<file path="src/rtl/quiz_pkg.sv">
package quiz_pkg;
  typedef enum logic [2:0] {
    ST_IDLE,
    ST_ARMED,
    ST_ANSWERING,
    ST_SCORE,
    ST_DONE
  } round_state_t;

  localparam logic [7:0] CMD_START  = 8'h6B;
  localparam logic [7:0] CMD_END    = 8'h65;
  localparam logic [7:0] TX_TIMEOUT = 8'h54;
  localparam logic [7:0] TX_DIGIT0  = 8'h30;
endpackage

</file>
<file path="src/rtl/quiz_first_press.sv">
module quiz_first_press #(
  parameter int N    = 8,
  parameter int ID_W = 4
) (
  input  logic            clk,
  input  logic            rst,
  input  logic [N-1:0]    btn,
  input  logic [N-1:0]    mask,
  input  logic            enable,
  output logic            hit,
  output logic [ID_W-1:0] hit_id
);
  logic [N-1:0] btn_q;
  logic [N-1:0] rise;

  always_ff @(posedge clk) begin
    if (rst) btn_q <= '0;
    else     btn_q <= btn;
  end

  assign rise = btn & ~btn_q & ~mask;
  assign hit  = enable && (|rise);

  // scan from the top so the lowest index is assigned last and wins
  always_comb begin
    hit_id = '0;
    for (int i = N - 1; i >= 0; i--) begin
      if (rise[i]) hit_id = ID_W'(i + 1);
    end
  end
endmodule

</file>
<file path="src/rtl/quiz_window_timer.sv">
module quiz_window_timer #(
  parameter int LW = 8
) (
  input  logic          clk,
  input  logic          rst,
  input  logic          load,
  input  logic [LW-1:0] limit,
  input  logic          tick,
  output logic          expire
);
  logic [LW-1:0] cnt;

  always_ff @(posedge clk) begin
    if (rst)                    cnt <= '0;
    else if (load)              cnt <= limit;
    else if (tick && cnt != '0) cnt <= cnt - LW'(1);
  end

  assign expire = tick && !load && ((cnt == '0) || (cnt == LW'(1)));
endmodule

</file>
<file path="src/rtl/quiz_scoreboard.sv">
module quiz_scoreboard #(
  parameter int N    = 8,
  parameter int SW   = 8,
  parameter int ID_W = 4
) (
  input  logic            clk,
  input  logic            rst,
  input  logic            apply,
  input  logic [ID_W-1:0] apply_id,
  input  logic            apply_up,
  output logic [N*SW-1:0] scores,
  output logic [N-1:0]    elim,
  output logic [ID_W-1:0] best_id
);
  localparam logic signed [SW-1:0] SCORE_MAX = {1'b0, {(SW-1){1'b1}}};

  logic signed [SW-1:0] score [N];

  for (genvar g = 0; g < N; g++) begin : g_player
    always_ff @(posedge clk) begin
      if (rst) begin
        score[g] <= '0;
        elim[g]  <= 1'b0;
      end else if (apply && apply_id == ID_W'(g + 1)) begin
        if (apply_up) begin
          if (score[g] != SCORE_MAX) score[g] <= score[g] + SW'(1);
        end else begin
          score[g] <= score[g] - SW'(1);
          if (score[g] == '0) elim[g] <= 1'b1;
        end
      end
    end
    assign scores[g*SW +: SW] = score[g];
  end

  always_comb begin
    logic signed [SW-1:0] top;
    top     = score[0];
    best_id = ID_W'(1);
    for (int i = 1; i < N; i++) begin
      if (score[i] > top) begin
        top     = score[i];
        best_id = ID_W'(i + 1);
      end
    end
  end
endmodule

</file>
<file path="src/rtl/quiz_round_ctrl.sv">
module quiz_round_ctrl
  import quiz_pkg::*;
#(
  parameter int NUM_PLAYERS = 8,
  parameter int SCORE_W     = 8,
  parameter int LIMIT_W     = 8,
  parameter int DEF_COMP    = 10,
  parameter int DEF_ANS     = 10,
  localparam int ID_W       = $clog2(NUM_PLAYERS + 1)
) (
  input  logic                       clk,
  input  logic                       rst,
  input  logic [NUM_PLAYERS-1:0]     btn_i,
  input  logic                       rx_valid_i,
  input  logic [7:0]                 rx_byte_i,
  input  logic                       cfg_load_i,
  input  logic [LIMIT_W-1:0]         cfg_comp_i,
  input  logic [LIMIT_W-1:0]         cfg_ans_i,
  input  logic                       tick_i,
  input  logic                       verdict_valid_i,
  input  logic                       verdict_ok_i,
  input  logic                       clear_i,
  output logic                       tx_valid_o,
  output logic [7:0]                 tx_byte_o,
  output logic                       timeout_lamp_o,
  output logic                       hold_lamp_o,
  output logic [ID_W-1:0]            responder_o,
  output logic [ID_W-1:0]            winner_o,
  output logic                       winner_valid_o,
  output logic [NUM_PLAYERS*SCORE_W-1:0] scores_o,
  output logic [NUM_PLAYERS-1:0]     elim_o
);
  round_state_t        state;
  logic [LIMIT_W-1:0]  comp_lim, ans_lim;
  logic                hit, expire, tmr_load;
  logic [ID_W-1:0]     hit_id, best_id;
  logic                sc_apply, sc_up;
  logic                got_start, got_end;

  assign got_start = rx_valid_i && rx_byte_i == CMD_START;
  assign got_end   = rx_valid_i && rx_byte_i == CMD_END;
  assign tmr_load  = (state == ST_IDLE && got_start) || (state == ST_ARMED && hit);

  quiz_first_press #(.N(NUM_PLAYERS), .ID_W(ID_W)) u_press (
    .clk(clk), .rst(rst), .btn(btn_i), .mask(elim_o),
    .enable(state == ST_ARMED), .hit(hit), .hit_id(hit_id)
  );

  quiz_window_timer #(.LW(LIMIT_W)) u_timer (
    .clk(clk), .rst(rst), .load(tmr_load),
    .limit(state == ST_IDLE ? comp_lim : ans_lim),
    .tick(tick_i), .expire(expire)
  );

  quiz_scoreboard #(.N(NUM_PLAYERS), .SW(SCORE_W), .ID_W(ID_W)) u_score (
    .clk(clk), .rst(rst), .apply(sc_apply), .apply_id(responder_o),
    .apply_up(sc_up), .scores(scores_o), .elim(elim_o), .best_id(best_id)
  );

  always_ff @(posedge clk) begin
    if (rst) begin
      state          <= ST_IDLE;
      comp_lim       <= LIMIT_W'(DEF_COMP);
      ans_lim        <= LIMIT_W'(DEF_ANS);
      tx_valid_o     <= 1'b0;
      tx_byte_o      <= '0;
      timeout_lamp_o <= 1'b0;
      hold_lamp_o    <= 1'b0;
      responder_o    <= '0;
      winner_o       <= '0;
      winner_valid_o <= 1'b0;
      sc_apply       <= 1'b0;
      sc_up          <= 1'b0;
    end else begin
      tx_valid_o <= 1'b0;
      sc_apply   <= 1'b0;
      if (cfg_load_i) begin
        comp_lim <= cfg_comp_i;
        ans_lim  <= cfg_ans_i;
      end
      unique case (state)
        ST_IDLE: begin
          if (got_start) begin
            state          <= ST_ARMED;
            timeout_lamp_o <= 1'b0;
            responder_o    <= '0;
          end else if (got_end) begin
            winner_o       <= best_id;
            winner_valid_o <= 1'b1;
          end
        end
        ST_ARMED: begin
          if (hit) begin
            responder_o <= hit_id;
            hold_lamp_o <= 1'b1;
            tx_valid_o  <= 1'b1;
            tx_byte_o   <= TX_DIGIT0 + 8'(hit_id);
            state       <= ST_ANSWERING;
          end else if (got_end) begin
            winner_o       <= best_id;
            winner_valid_o <= 1'b1;
            state          <= ST_IDLE;
          end else if (expire) begin
            timeout_lamp_o <= 1'b1;
            tx_valid_o     <= 1'b1;
            tx_byte_o      <= TX_TIMEOUT;
            state          <= ST_DONE;
          end
        end
        ST_ANSWERING: begin
          if (verdict_valid_i) begin
            sc_apply    <= 1'b1;
            sc_up       <= verdict_ok_i;
            hold_lamp_o <= 1'b0;
            state       <= ST_SCORE;
          end else if (expire) begin
            sc_apply       <= 1'b1;
            sc_up          <= 1'b0;
            hold_lamp_o    <= 1'b0;
            timeout_lamp_o <= 1'b1;
            state          <= ST_SCORE;
          end
        end
        ST_SCORE: state <= ST_DONE;
        ST_DONE: begin
          if (clear_i) begin
            state          <= ST_IDLE;
            timeout_lamp_o <= 1'b0;
          end
        end
        default: state <= ST_IDLE;
      endcase
    end
  end
endmodule

</file>
<file path="config.mk">
export PLATFORM = sky130hd
export DESIGN_NAME = quiz_round_ctrl
export DESIGN_NICKNAME = d
export VERILOG_FILES = /design/src/rtl/quiz_pkg.sv /design/src/rtl/quiz_first_press.sv /design/src/rtl/quiz_window_timer.sv /design/src/rtl/quiz_scoreboard.sv /design/src/rtl/quiz_round_ctrl.sv
export SDC_FILE = /design/constraint.sdc
export NUM_CORES = 1
export LEC_CHECK = 0
export ABC_AREA = 1
export BUFFER_PORTS_ARGS = -buffer_cell sky130_fd_sc_hd__clkbuf_2
export CAP_MARGIN = 20
export CORE_MARGIN = 3
export CORE_UTILIZATION = 40
export DETAILED_ROUTE_END_ITERATION = 6
export GPL_TIMING_DRIVEN = 0
export PLACE_DENSITY_LB_ADDON = 0.3
export SETUP_SLACK_MARGIN = 0.4
export SLEW_MARGIN = 0
export SYNTH_ARGS = -nofsm -noshare
export SYNTH_HDL_FRONTEND = slang
export SYNTH_HIERARCHICAL = 1
export SYNTH_SLANG_ARGS = --single-unit
</file>
<file path="constraint.sdc">
create_clock -name clk -period 13.29 [get_ports clk]
set_input_delay 0.6645 -clock clk [delete_from_list [all_inputs] [get_ports clk]]
set_output_delay 0.6645 -clock clk [all_outputs]
set_load 0.02 [all_outputs]
</file>
# Word level (Yosys, flattened, before mapping)
# Memory sizes are Yosys's and may differ from the RTL's.
# Index checks and enable logic that the tools add are counted.
dict set report word_totals {
  ff_bits 65
  mem_bits_rw 64
  out_inout_bits 92
  n_memories 1
}
# memory words width read_ports rd_clocked_by_memory_dff wr line
set memory_table {}
lappend memory_table {u_score.score 8 8 8 0 8 quiz_scoreboard.sv:17} ;# logic signed [SW-1:0] score [N];
dict set report op_classes {
  add_sub_neg 18
  n_lt_le_gt_ge 7
  eq_ne 33
  n_mux 145
  bitwise 23
  reduce_logical 54
}
# cell count
set op_table {}
lappend op_table {{8-bit 2-to-1 mux} 28}
lappend op_table {{1-bit 2-to-1 mux} 84}
lappend op_table {{8-bit logical NOT} 9}
lappend op_table {{8-bit by 2-bit adder with 8-bit output (second input constant)} 8}
lappend op_table {{8-bit != test (second input constant)} 8}
lappend op_table {{8-bit by 2-bit subtractor with 8-bit output (second input constant)} 8}
lappend op_table {{8-bit greater-than comparator} 7}
lappend op_table {{4-bit 2-to-1 mux} 14}
lappend op_table {{3-bit AND reduction} 12}
lappend op_table {{3-bit 2-to-1 mux} 11}
lappend op_table {{8-bit bitwise AND} 2}
lappend op_table {{4-bit by 3-bit equality test with 1-bit output (second input constant)} 4}
lappend op_table {{8-bit by 7-bit equality test with 1-bit output (second input constant)} 2}
lappend op_table {{1-bit logical AND} 16}
lappend op_table {{2-bit != test (second input constant)} 8}
lappend op_table {{8-bit inverter} 2}
lappend op_table {{1-bit OR} 16}
lappend op_table {{4-bit case mux with 2 select lines} 2}
lappend op_table {{3-bit case mux with 5 select lines} 1}
lappend op_table {{2-bit nonzero test} 5}
lappend op_table {{4-bit by 2-bit equality test with 1-bit output (second input constant)} 2}
lappend op_table {{8-bit by 1-bit equality test with 1-bit output (second input constant)} 1}
lappend op_table {{8-bit nonzero test} 1}
lappend op_table {{8-bit OR reduction} 1}
lappend op_table {{other kinds (21)} 28}

# Depth between registers and ports, before layout
# An unclocked memory read counts as a cell.
dict set report logic_depth {
  depth_word 18
  depth_mapped 85
  mapped_depth_nobuf 80
}

# Modules after synthesis
# The synthesis kept the hierarchy.
# module instances cells_per_inst area_per_inst_um2 seq_area_each_um2
set modules_own_cells {}
lappend modules_own_cells {quiz_scoreboard 1 1012 7335.8 2082.0}
lappend modules_own_cells {quiz_round_ctrl 1 248 1749.2 800.8}
lappend modules_own_cells {quiz_window_timer 1 101 604.3 160.2}
lappend modules_own_cells {quiz_first_press 1 65 421.7 160.2}

# Least setup slack after synthesis
# Ideal clock, no wire load.
dict set report synth_path {
  path_type {register -> register}
  from {memory u_score.score[0][2]}
  to {register winner_o[2]}
  arrival_ps 10290
  t_required_ps 13226
  slack_ps 2936
  stages_incl_launch_ff 75
  path_buffers 9
  synth_period_minus_slack_ps 10354
  path_cell_list {edfxtp_1 > clkbuf_1 > inv_1 > ha_1 > nand2_1 > inv_2 > nand2_1 > nand2_1 > nand2_1 > nand2_1 > nand2_2 > nand3_4 > buf_2 > nand2_1 > o21ai_0 > ha_1 > nand2_1 > nor2_1 > [39 not listed] > nand2_1 > o21ai_0 > nand2_1 > buf_1 > nand3_1 > nand2_1 > ha_1 > nand2_1 > inv_1 > a221oi_1 > nor2_1 > o21ai_0 > nand2_1 > o311ai_0 > o21ai_0 > a31oi_1 > nor2_1 > nor2_1}
}
# item line
set synth_lines {}
lappend synth_lines {{start, declared} quiz_scoreboard.sv:17}
lappend synth_lines {{end signal, assigned} quiz_round_ctrl.sv:88} ;# winner_o <= best_id;
lappend synth_lines {{end signal, assigned} quiz_round_ctrl.sv:100} ;# winner_o <= best_id;
lappend synth_lines {{end, declared} quiz_round_ctrl.sv:28} ;# output logic [ID_W-1:0] winner_o,

==> results.md <==
- Area of the core: about 25000 sq um
- Most Frequent Cell on Critical Path: nand2_1
- CTS tree: done
- Max Clk Rate: ~0.086 GHz
- Worst-path maximum fanout: 10
- Die area: approximately 27000 sq um
- Fin crit share: 0.873
- Die Width: between 150 and 200 um
- Most frequent cells in the layout: 307 x nand2_1, 197 x nor2_1, 178 x inv_1, 133 x clkbuf_2, 92 x o21ai_0
- Row count: 57
- Gp weighted congestion: approximately 0.91
- MaxCap Viol Count: 0
- Async set or reset register ratio after synthesis: 0
- Final setup viols: 0
- Wirelength per Cell: roughly 14 um
- Actual slew at the worst max-slew pin: between 800 and 900 ps
- Inserted Clock Buffers: 17
- Postcts setup bufs: 0
- RSZ-0062 raised after global routing: no
- IO Port Bufs: between 100 and 150
- Yosys warns: 6
- Relative slew slack: 0.438
- Prevailing post-synth register cell: edfxtp_1
- Largest net degree at the start of global routing: 17
- Hold depth: 3
- Critical Path Start Type: flop
- Max Slew Vio Count: 0
- Global-route usage over all layers: 0.205
- Via count: 9860
- Clock Path Buffers: 2
- Netlist cell types: 57
- Crit path time final: around 12000 ps
- Synth-to-layout area growth: 16.3%
- Dpl ws: ~1400 ps
- Post-Syn Area: about 10000 sq um
- DP Wirelength: approximately 21 mm
- Post-CTS Hold Buffers: 0
- Synth Instances: around 1400
- Post-Synthesis Net Count: about 1500
- Leading cell type in the layout, fill and taps excluded: nand2_1
- IO Count: between 100 and 150
- Clk root buf: clkbuf_16
- Antenna viol nets, final: 0
- Post-route DRC: 0
- Fillers: 2525
- Register area share after synthesis: 0.317
- CTS Sinks: 128
- Global route overflow: 0
- H-tree depth: 4
- Vias/cell: 5.15
- DRT Pass-1 Iters: 5
- Worst Path Arrival: between 10000 and 15000 ps
- Max IR drop VDD: 84.0 uV
- Clock-pin slew on the worst setup and hold paths: 70 ps
- Hold Path Class: in2reg
- Die Y-Extent: 165 um
- Initial DRC Count: between 800 and 900
- Pwr per Cell Area: around 150 nW/um^2
- Pleak: around 0.0056 uW
- Outcome: finished clean
- Required time of the critical path: 13650 ps
- Final Hold Vio Count: 0
- Power Total: 1720 uW
- First-pass GRT wire length: 45.0 mm
- Layout cells sized above 1: 0.152
- Crit end category: flop
- Seq cells post-synth: 128
- Post-CTS resize count: 0
- Initial antenna violation count: 0
- Skew final: about 13 ps
- CP max stage cell: o21ai_0
- FF-to-FF path depth: 74
- Worst setup margin: 1680 ps
- Avg Cell Area, Syn: around 7.1 sq um
- Number of flops mapped to enable cells by yosys: 64
- Total wire length: 27.7 mm
- Crit-path max cell delay: about 360 ps
- Crit Path Class: reg2reg
- Fin Setup TNS: 0 ps
- # diodes: 0
- Vias in the first global route: just over 9000
- WHS: 440 ps
- Nets: 1694
- Initial Utilization: 0.411
- Clock latency on the worst-skew pair: approximately 430 ps
-- per-layer routing --
| metal | GRT usage | vias up | part of all wire |
|---|---|---|---|
| li1 | - | 5025 | - |
| met1 | 0.273 | 4554 | 0.47 |
| met2 | 0.345 | 257 | 0.47 |
| met3 | 0.0351 | 24 | 0.048 |
| met4 | 0.0530 | 0 | 0.0099 |
| met5 | 0 | - | 0 |
-- stage by stage --
stage | std cells | util | instance area [sq um]
after floorplan | 1426 | - | 10100
after CTS | 1913 | 0.478 | 11800
final | 1913 | 0.478 | 11800
after global placement | 1880 | 0.454 | 11200
after global routing | 1913 | 0.478 | 11800
after detailed placement | 1881 | 0.454 | 11200
-- critical path: cells and delay by family (launching register included) --
kind / cells / cell delay (ps)
AO/OA/AOI/OAI: 13 / 2450
adder cells (fa/ha/maj): 7 / 2160
AND/OR/NAND/NOR: 43 / 4570
buffers and inverters: 11 / 1960
flip-flops: 1 / 350
-- worst paths after layout --
| path | from | endpoint | slack [ps] |
|---|---|---|---|
| max | u_score/score[0][2] | winner_o[2] | 1680 |
| min | cfg_ans_i[1] | ans_lim[1] | 440 |
| min reg2reg | ans_lim[3] | ans_lim[3] | 460 |
| max reg2reg | u_score/score[0][2] | winner_o[2] | 1680 |
-- synthesized netlist by cell type, drive strengths merged, types with 3 or more instances --
cell type	n	share of area
a21oi	52	0.028
inv	188	0.070
nand3b	4	0.0030
o41ai	3	0.0026
and2	8	0.0050
ha	77	0.095
o31ai	3	0.0022
xnor2	9	0.0078
buf	14	0.011
xor2	53	0.046
nand4	49	0.031
nor3b	5	0.0037
or2	4	0.0025
clkinv	5	0.0020
o21ai	94	0.048
nand3	95	0.056
o21bai	8	0.0059
nor4	7	0.0043
dfxtp	64	0.13
o22ai	12	0.0074
nor2	207	0.081
clkbuf	20	0.0074
a31oi	4	0.0025
nand2	327	0.13
nor3	32	0.018
edfxtp	64	0.19
-- layout make-up --
class	instances	area, sq um	area share
clock inverter	15	163	0.0138
sequential	128	3200	0.272
inverter	193	726	0.0617
tap	324	405	0.0345
buffer	34	185	0.0157
clock buffer	17	425	0.0362
multi-input combinational	1071	6000	0.510
timing repair buffer	131	656	0.0557
-- registers in the layout, indices dropped and copies added (netlist names) --
signal	count
ans_lim	8
comp_lim	8
hold_lamp_o	1
responder_o	4
sc_apply	1
sc_up	1
state	3
timeout_lamp_o	1
tx_byte_o	7
tx_valid_o	1
u_press/btn_q	8
u_score/elim	8
u_score/score	64
u_timer/cnt	8
winner_o	4
winner_valid_o	1
-- logic make-up (layout without fill, tap and decap cells) --
logic type / after synthesis / in the layout / synth area share
flip-flops: 128 / 128 / 0.317
buffers and inverters: 227 / 390 / 0.0897
XOR/XNOR: 62 / 62 / 0.0537
AO/OA/AOI/OAI: 191 / 191 / 0.108
other: 1 / 1 / 0.000371
AND/OR/NAND/NOR: 739 / 739 / 0.334
adder cells (fa/ha/maj): 78 / 78 / 0.0973
-- where the power goes --
group | internal, uW | switching (uW) | leakage (uW)
combinational | 280 | 494 | 0.00412
sequential | 438 | 29.5 | 0.00118
clock | 267 | 211 | 0.000293
No activity file was read; power rests on OpenSTA's default activity.
